**src/rtl/spi_host_pkg.sv**
```systemverilog
package spi_host_pkg;
    localparam logic [7:0]  OFS_SRST  = 8'h40;
    localparam logic [7:0]  OFS_CTRL  = 8'h60;
    localparam logic [7:0]  OFS_STAT  = 8'h64;
    localparam logic [7:0]  OFS_TXD   = 8'h68;
    localparam logic [7:0]  OFS_RXD   = 8'h6C;
    localparam logic [7:0]  OFS_SSEL  = 8'h70;
    localparam logic [7:0]  OFS_TXOCC = 8'h74;
    localparam logic [7:0]  OFS_RXOCC = 8'h78;
    localparam logic [31:0] SRST_KEY  = 32'h0000_000A;
    localparam logic [31:0] POISON    = 32'hDEAD_BEEF;
    localparam int CTRL_TXCLR = 5;
    localparam int CTRL_RXCLR = 6;
    localparam int CTRL_INH   = 8;
endpackage

```
**src/rtl/byte_fifo.sv**
```systemverilog
module byte_fifo #(
    parameter int DEPTH = 256
) (
    input  logic                       clk,
    input  logic                       rst_n,
    input  logic                       clr,
    input  logic                       push,
    input  logic [7:0]                 wdata,
    input  logic                       pop,
    output logic [7:0]                 rdata,
    output logic                       empty,
    output logic                       full,
    output logic [$clog2(DEPTH):0]     count
);
    localparam int AW = $clog2(DEPTH);
    localparam int CW = AW + 1;

    typedef struct packed {
        logic [AW-1:0] wp;
        logic [AW-1:0] rp;
        logic [CW-1:0] cnt;
    } fifo_st_t;

    fifo_st_t st_d, st_q;
    logic [7:0] mem [DEPTH];
    logic do_push, do_pop;

    assign full    = (st_q.cnt == CW'(DEPTH));
    assign empty   = (st_q.cnt == '0);
    assign do_push = push && !full && !clr;
    assign do_pop  = pop && !empty && !clr;

    always_comb begin
        st_d = st_q;
        if (clr) begin
            st_d = '0;
        end else begin
            if (do_push) st_d.wp = st_q.wp + 1'b1;
            if (do_pop)  st_d.rp = st_q.rp + 1'b1;
            case ({do_push, do_pop})
                2'b10:   st_d.cnt = st_q.cnt + 1'b1;
                2'b01:   st_d.cnt = st_q.cnt - 1'b1;
                default: st_d.cnt = st_q.cnt;
            endcase
        end
    end

    always_ff @(posedge clk or negedge rst_n) begin
        if (!rst_n) st_q <= '0;
        else        st_q <= st_d;
    end

    always_ff @(posedge clk) begin
        if (do_push) mem[st_q.wp] <= wdata;
    end

    assign rdata = mem[st_q.rp];
    assign count = st_q.cnt;
endmodule

```
**src/rtl/spi_shifter.sv**
```systemverilog
module spi_shifter #(
    parameter int CLK_DIV = 4
) (
    input  logic       clk,
    input  logic       rst_n,
    input  logic       clr,
    input  logic       start,
    input  logic [7:0] tx_byte,
    output logic       busy,
    output logic       done,
    output logic [7:0] rx_byte,
    output logic       sclk,
    output logic       mosi,
    input  logic       miso
);
    localparam int HALF = CLK_DIV / 2;
    localparam int DW   = (HALF > 1) ? $clog2(HALF) : 1;

    typedef struct packed {
        logic          busy;
        logic          sclk;
        logic          done;
        logic [DW-1:0] div;
        logic [2:0]    bitn;
        logic [7:0]    tx_sh;
        logic [7:0]    rx_sh;
    } shift_st_t;

    shift_st_t st_d, st_q;

    always_comb begin
        st_d      = st_q;
        st_d.done = 1'b0;
        if (clr) begin
            st_d = '0;
        end else if (!st_q.busy) begin
            if (start) begin
                st_d.busy  = 1'b1;
                st_d.tx_sh = tx_byte;
                st_d.div   = '0;
                st_d.bitn  = '0;
                st_d.sclk  = 1'b0;
            end
        end else if (st_q.div == DW'(HALF - 1)) begin
            st_d.div  = '0;
            st_d.sclk = !st_q.sclk;
            if (!st_q.sclk) begin
                st_d.rx_sh = {st_q.rx_sh[6:0], miso};
            end else if (st_q.bitn == 3'd7) begin
                st_d.busy = 1'b0;
                st_d.done = 1'b1;
            end else begin
                st_d.tx_sh = {st_q.tx_sh[6:0], 1'b0};
                st_d.bitn  = st_q.bitn + 1'b1;
            end
        end else begin
            st_d.div = st_q.div + 1'b1;
        end
    end

    always_ff @(posedge clk or negedge rst_n) begin
        if (!rst_n) st_q <= '0;
        else        st_q <= st_d;
    end

    assign busy    = st_q.busy;
    assign done    = st_q.done;
    assign rx_byte = st_q.rx_sh;
    assign sclk    = st_q.sclk;
    assign mosi    = st_q.tx_sh[7];
endmodule

```
**src/rtl/spi_host_ctrl.sv**
```systemverilog
module spi_host_ctrl
    import spi_host_pkg::*;
#(
    parameter int NUM_CS     = 1,
    parameter int FIFO_DEPTH = 256,
    parameter int CLK_DIV    = 4
) (
    input  logic              clk,
    input  logic              rst_n,
    input  logic              bus_sel,
    input  logic              bus_wr,
    input  logic [7:0]        bus_addr,
    input  logic [31:0]       bus_wdata,
    output logic [31:0]       bus_rdata,
    output logic              sclk,
    output logic              mosi,
    input  logic              miso,
    output logic [NUM_CS-1:0] cs_n,
    output logic              evt_rx_overrun
);
    localparam int CW = $clog2(FIFO_DEPTH) + 1;
    localparam logic [31:0] CTRL_SELFCLR = (32'd1 << CTRL_TXCLR) | (32'd1 << CTRL_RXCLR);

    typedef struct packed {
        logic [31:0] ctrl;
        logic [31:0] ssel;
    } regs_t;

    regs_t r_d, r_q;

    logic wr, rd, soft_rst, ctrl_wr, tx_clr, rx_clr;
    logic tx_push, tx_pop, rx_push, rx_pop, start, inhibit;
    logic tx_empty, tx_full, rx_empty, rx_full;
    logic sh_busy, sh_done;
    logic [7:0] tx_head, rx_head, sh_rx;
    logic [CW-1:0] tx_cnt, rx_cnt;

    function automatic logic [31:0] occ(input logic [CW-1:0] c);
        return (c == '0) ? 32'd0 : 32'(c) - 32'd1;
    endfunction

    assign wr       = bus_sel && bus_wr;
    assign rd       = bus_sel && !bus_wr;
    assign soft_rst = wr && (bus_addr == OFS_SRST) && (bus_wdata == SRST_KEY);
    assign ctrl_wr  = wr && (bus_addr == OFS_CTRL);
    assign tx_clr   = soft_rst || (ctrl_wr && bus_wdata[CTRL_TXCLR]);
    assign rx_clr   = soft_rst || (ctrl_wr && bus_wdata[CTRL_RXCLR]);
    assign inhibit  = r_q.ctrl[CTRL_INH];
    assign tx_push  = wr && (bus_addr == OFS_TXD);
    assign start    = !sh_busy && !tx_empty && !inhibit && !tx_clr;
    assign tx_pop   = start;
    assign rx_push  = sh_done && !rx_full;
    assign rx_pop   = rd && (bus_addr == OFS_RXD) && !rx_empty;
    assign evt_rx_overrun = sh_done && rx_full && !rx_clr;

    always_comb begin
        r_d = r_q;
        if (soft_rst) begin
            r_d.ctrl = '0;
            r_d.ssel = '1;
        end else if (ctrl_wr) begin
            r_d.ctrl = bus_wdata & ~CTRL_SELFCLR;
        end else if (wr && bus_addr == OFS_SSEL) begin
            r_d.ssel = bus_wdata;
        end
    end

    always_ff @(posedge clk or negedge rst_n) begin
        if (!rst_n) begin
            r_q.ctrl <= '0;
            r_q.ssel <= '1;
        end else begin
            r_q <= r_d;
        end
    end

    always_comb begin
        case (bus_addr)
            OFS_CTRL:  bus_rdata = r_q.ctrl;
            OFS_STAT:  bus_rdata = {28'd0, tx_full, tx_empty, rx_full, rx_empty};
            OFS_RXD:   bus_rdata = rx_empty ? POISON : {24'd0, rx_head};
            OFS_SSEL:  bus_rdata = r_q.ssel;
            OFS_TXOCC: bus_rdata = occ(tx_cnt);
            OFS_RXOCC: bus_rdata = occ(rx_cnt);
            default:   bus_rdata = 32'd0;
        endcase
    end

    for (genvar i = 0; i < NUM_CS; i++) begin : g_cs
        assign cs_n[i] = r_q.ssel[i];
    end

    byte_fifo #(.DEPTH(FIFO_DEPTH)) u_txq (
        .clk(clk), .rst_n(rst_n), .clr(tx_clr),
        .push(tx_push), .wdata(bus_wdata[7:0]), .pop(tx_pop),
        .rdata(tx_head), .empty(tx_empty), .full(tx_full), .count(tx_cnt)
    );

    byte_fifo #(.DEPTH(FIFO_DEPTH)) u_rxq (
        .clk(clk), .rst_n(rst_n), .clr(rx_clr),
        .push(rx_push), .wdata(sh_rx), .pop(rx_pop),
        .rdata(rx_head), .empty(rx_empty), .full(rx_full), .count(rx_cnt)
    );

    spi_shifter #(.CLK_DIV(CLK_DIV)) u_shift (
        .clk(clk), .rst_n(rst_n), .clr(soft_rst),
        .start(start), .tx_byte(tx_head),
        .busy(sh_busy), .done(sh_done), .rx_byte(sh_rx),
        .sclk(sclk), .mosi(mosi), .miso(miso)
    );
endmodule

```
**config.mk**
```make
export PLATFORM = sky130hd
export DESIGN_NAME = spi_host_ctrl
export DESIGN_NICKNAME = d
export VERILOG_FILES = /design/src/rtl/spi_host_pkg.sv /design/src/rtl/byte_fifo.sv /design/src/rtl/spi_shifter.sv /design/src/rtl/spi_host_ctrl.sv
export SDC_FILE = /design/constraint.sdc
export NUM_CORES = 2
export LEC_CHECK = 0
export BUFFER_PORTS_ARGS = -buffer_cell sky130_fd_sc_hd__buf_2
export CORE_MARGIN = 1.5
export CORE_UTILIZATION = 60
export CTS_BUF_LIST = sky130_fd_sc_hd__clkbuf_4
export DETAILED_ROUTE_END_ITERATION = 8
export GPL_ROUTABILITY_DRIVEN = 0
export PLACE_DENSITY = 0.76
export SYNTH_ARGS = -nofsm -noshare
export SYNTH_HDL_FRONTEND = slang
export SYNTH_SLANG_ARGS = --single-unit
```
**constraint.sdc**
```tcl
create_clock -name clk -period 7.5 [get_ports clk]
set_input_delay 0.375 -clock clk [delete_from_list [all_inputs] [get_ports clk]]
set_output_delay 0.375 -clock clk [all_outputs]
set_load 0.01 [all_outputs]
```
==> impl_metrics.ini <==
[setup_path]
crit_fanout = 56
cpPeakStageDelay_ps = 980
cp_slowest_cell = dfrtp_4
critPathKind = flop to output pin
path_depth = 10
arrival_ps = 7020
path_cells = nand2b_4, buf_12, buf_4, o22ai_1, a211oi_1, or3_1, o41ai_1, nor4_1, a41oi_1, buf_2
r2r_cells = 9
setup.worst_path.start = u_rxq.st_q[10]
reg2reg_slack_ps = 2920
rr_endpoint = u_shift.st_q[13]
startpoint_type = flop
cp_num_buf_inv = 3
endpoint = bus_rdata[1]
crit_family = simple AND/OR/NAND/NOR gates
cp-end-kind = output pin
cp.required_ps = 7120
r2r_start = u_txq.st_q[12]

[cells_and_area]
drive_gt1_share_pct = 26.6
final_cells = 13983
nNetsFinal = 9687
fin_util_pct = 67.1
final_common_cell = edfxtp_1
multi_input_area_um2 = 37600
nFillCells = 17330
regArea_um2 = 126000
layout_common_cells = 4096 x edfxtp_1, 1517 x clkbuf_4, 760 x mux4_2
area_growth_pct = 11.4

[cts]
cts_tree = done
hold_buffers = 144
cts-root-buf = clkbuf_4
clock-sinks = 4231
post_cts_resized = 0
cts_max_level = 7
clk_pin_slew_ps = 70
clock_latency_ps = 1670
cts_buffers = 1102
cts_setup_buffers = 0
clk_path_buf_depth = 5

[synth]
synth_warnings = 0
synth_top_area_share_pct = 74.0
synthCells = 8619
synth_area_per_cell_um2 = 19.3
syn_nets = 8689
synth_area_leader_cell = edfxtp_1
synth_seq_cells = 4231
synth_edf_count = 4096
synth_cell_types = 80
synthArstFlopShare_pct = 3.19
synthTopCellsByArea = edfxtp_1 74%, mux4_2 10%, mux2i_1 4.0%
synth-seq-area-share_pct = 76.1
netlist_area_um2 = 166000
synth-main-ff-cell = edfxtp_1

[power_and_ir_drop]
clkPwrFrac_pct = 32.9
p_leak_nw = 58.8
ir_drop_mv = 0.379
p_comb_share_pct = 16.3
p_sw_mw = 15.6
p_total_mw = 56.4
power-per-cell-area_nw_per_um2 = 304
pwr-share-seq_pct = 50.8
internal_power_mw = 40.7
switching_share_pct = 27.7

[place]
port_buffers = 80
dp_hpwl_um = 256000
dp.cells = 12074

[drt]
vias_per_cell = 6.77
drc_errors = 0
dr.pass1.iters = 7
ant_nets = 0
routed_wl_um = 439000
vias = 94716
wl_per_cell_um = 31.4
drt_iter0_markers = 14311

[timing]
setup_tns_ps = 0
finClkSkew_ps = 117
finalCritPeriodShare_pct = 98.6
drv_slew = 0
min_period_ps = 7400
tightest_slew_ps = 1440
slew_headroom_pct = 2.88
setup_violations = 0
finalHoldViolations = 0
rsz0062_at_grt = no
max_freq_mhz = 135

[floorplanning]
start_util_pct = 60.2
fp.dieH_um = 529
die_w_um = 529
core_area_um2 = 276000
die_area_um2 = 280000
fp-row-count = 193
io_pins = 81

[min_path]
holdPathStages = 7
hold_path.class = input port to flop

[global_route]
grt_usage_pct = 31.6
grt_pass1_vias = 93969
antenna_found_initial = 17
grt_pass1_wl_um = 631000
grt_max_degree = 206
gr-total-overflow = 0

[run]
cap_viol_max_count = 0

[outcome]
status = complete, no violations
## cells by family (layout without fill, tap and decap cells)
logic type | count (synthesis) | after routing | share of synthesized area, %
AOI/OAI and AO/OA | 963 | 963 | 4.11
xor gates and xnor gates | 50 | 50 | 0.263
adders and majority gates | 25 | 25 | 0.193
buffers and inverters | 543 | 2182 | 1.41
DFF | 4231 | 4231 | 76.1
muxes | 1433 | 1433 | 14.4
other | 0 | 20 | 0
and+or+nand+nor | 1374 | 1374 | 3.60
## area by class of cell
| cell class | instances | area share, % |
|---|---|---|
| Antenna cell | 20 | 0.0270 |
| Clock buffer | 1517 | 6.15 |
| Clock inverter | 228 | 0.632 |
| Inverter | 22 | 0.0500 |
| Multi-Input combinational cell | 3845 | 20.3 |
| Sequential cell | 4231 | 68.3 |
| Tap cell | 3705 | 2.50 |
| Timing Repair Buffer | 415 | 2.06 |
## worst min path at each step
stage,startpoint,end,slack [ps]
after global placement,rst_n,u_rxq.st_q[11],450
final,bus_addr[3],u_txq.st_q[18],180
after CTS,bus_addr[3],u_txq.st_q[18],6
after global routing,bus_wdata[8],r_q[8],100
after floorplan,rst_n,inhibit,80
after detailed placement,rst_n,u_rxq.st_q[11],460
## metrics by stage
step / setup slack, ps / cell area [um^2] / hold slack (ps)
finish: 102 / 185000 / 175
floorplan: 3500 / 166000 / 79.4
CTS: 253 / 185000 / 5.63
global placement: 2140 / 171000 / 448
global route: 75.8 / 185000 / 104
detailed placement: 2130 / 171000 / 462
## registers in the layout, indices dropped and copies added, names as in the netlist
name	count
u_shift.sclk	1
u_shift.done	1
u_shift.st_q	11
cs_n	1
u_rxq.count	9
u_rxq.mem	2048
u_txq.mem	2048
u_shift.rx_byte	8
r_q	60
u_txq.count	9
inhibit	1
u_txq.st_q	16
u_rxq.st_q	16
u_shift.mosi	1
u_shift.busy	1
## Yosys cell counts, types with 9 or more instances
cell / count
nand3_1: 94
and3_1: 11
nor4_1: 42
a221o_1: 27
dfstp_2: 32
o22ai_1: 140
nand2b_1: 9
buf_4: 37
and2_1: 15
a22o_1: 18
buf_1: 58
a21o_1: 9
o31ai_1: 14
a211oi_1: 38
nand4_1: 20
edfxtp_1: 4096
mux2i_1: 659
a221oi_1: 25
buf_2: 122
a22oi_1: 89
xor2_1: 22
o21ai_0: 66
nor2_1: 665
inv_1: 19
a31oi_1: 10
nand2_1: 309
o211ai_1: 11
clkbuf_1: 303
o221ai_1: 238
a21oi_1: 221
dfrtp_1: 103
ha_1: 24
xnor2_1: 28
nor3_1: 128
mux2_2: 14
or4_1: 11
mux4_2: 760
nor2b_1: 19
## power groups by stage
| stage | clock network [mW] | logic [mW] | registers [mW] |
|---|---|---|---|
| 3_5_place_dp | 0 | 8.96 | 29.1 |
| 2_1_floorplan | 0 | 5.51 | 29.6 |
| 3_3_place_gp | 0 | 8.73 | 29.0 |
| 4_1_cts | 18.7 | 9.04 | 28.6 |
| 5_1_grt | 19.9 | 9.60 | 28.6 |
| 6_report | 18.6 | 9.17 | 28.6 |
## worst register-to-register path, cell delays in order, from the launching register on
cell and delay [ps]:
dfrtp_4 780, clkinv_2 570, buf_4 450, nor3_1 880, a32oi_1 260, nand2_1 140, or4_1 340, o31ai_1 150
nor4_1 670, a221o_1 250
## routing by layer
metal / track usage [%] / vias to the layer above / part of all wire (%)
met1: 43.8 / 47890 / 36
met5: 0.346 / - / 0.031
li1: - / 38112 / -
met4: 12.9 / 6 / 3.5
met3: 12.3 / 1029 / 15
met2: 45.3 / 7679 / 45
Note: power is estimated with default switching activity, not from simulation.
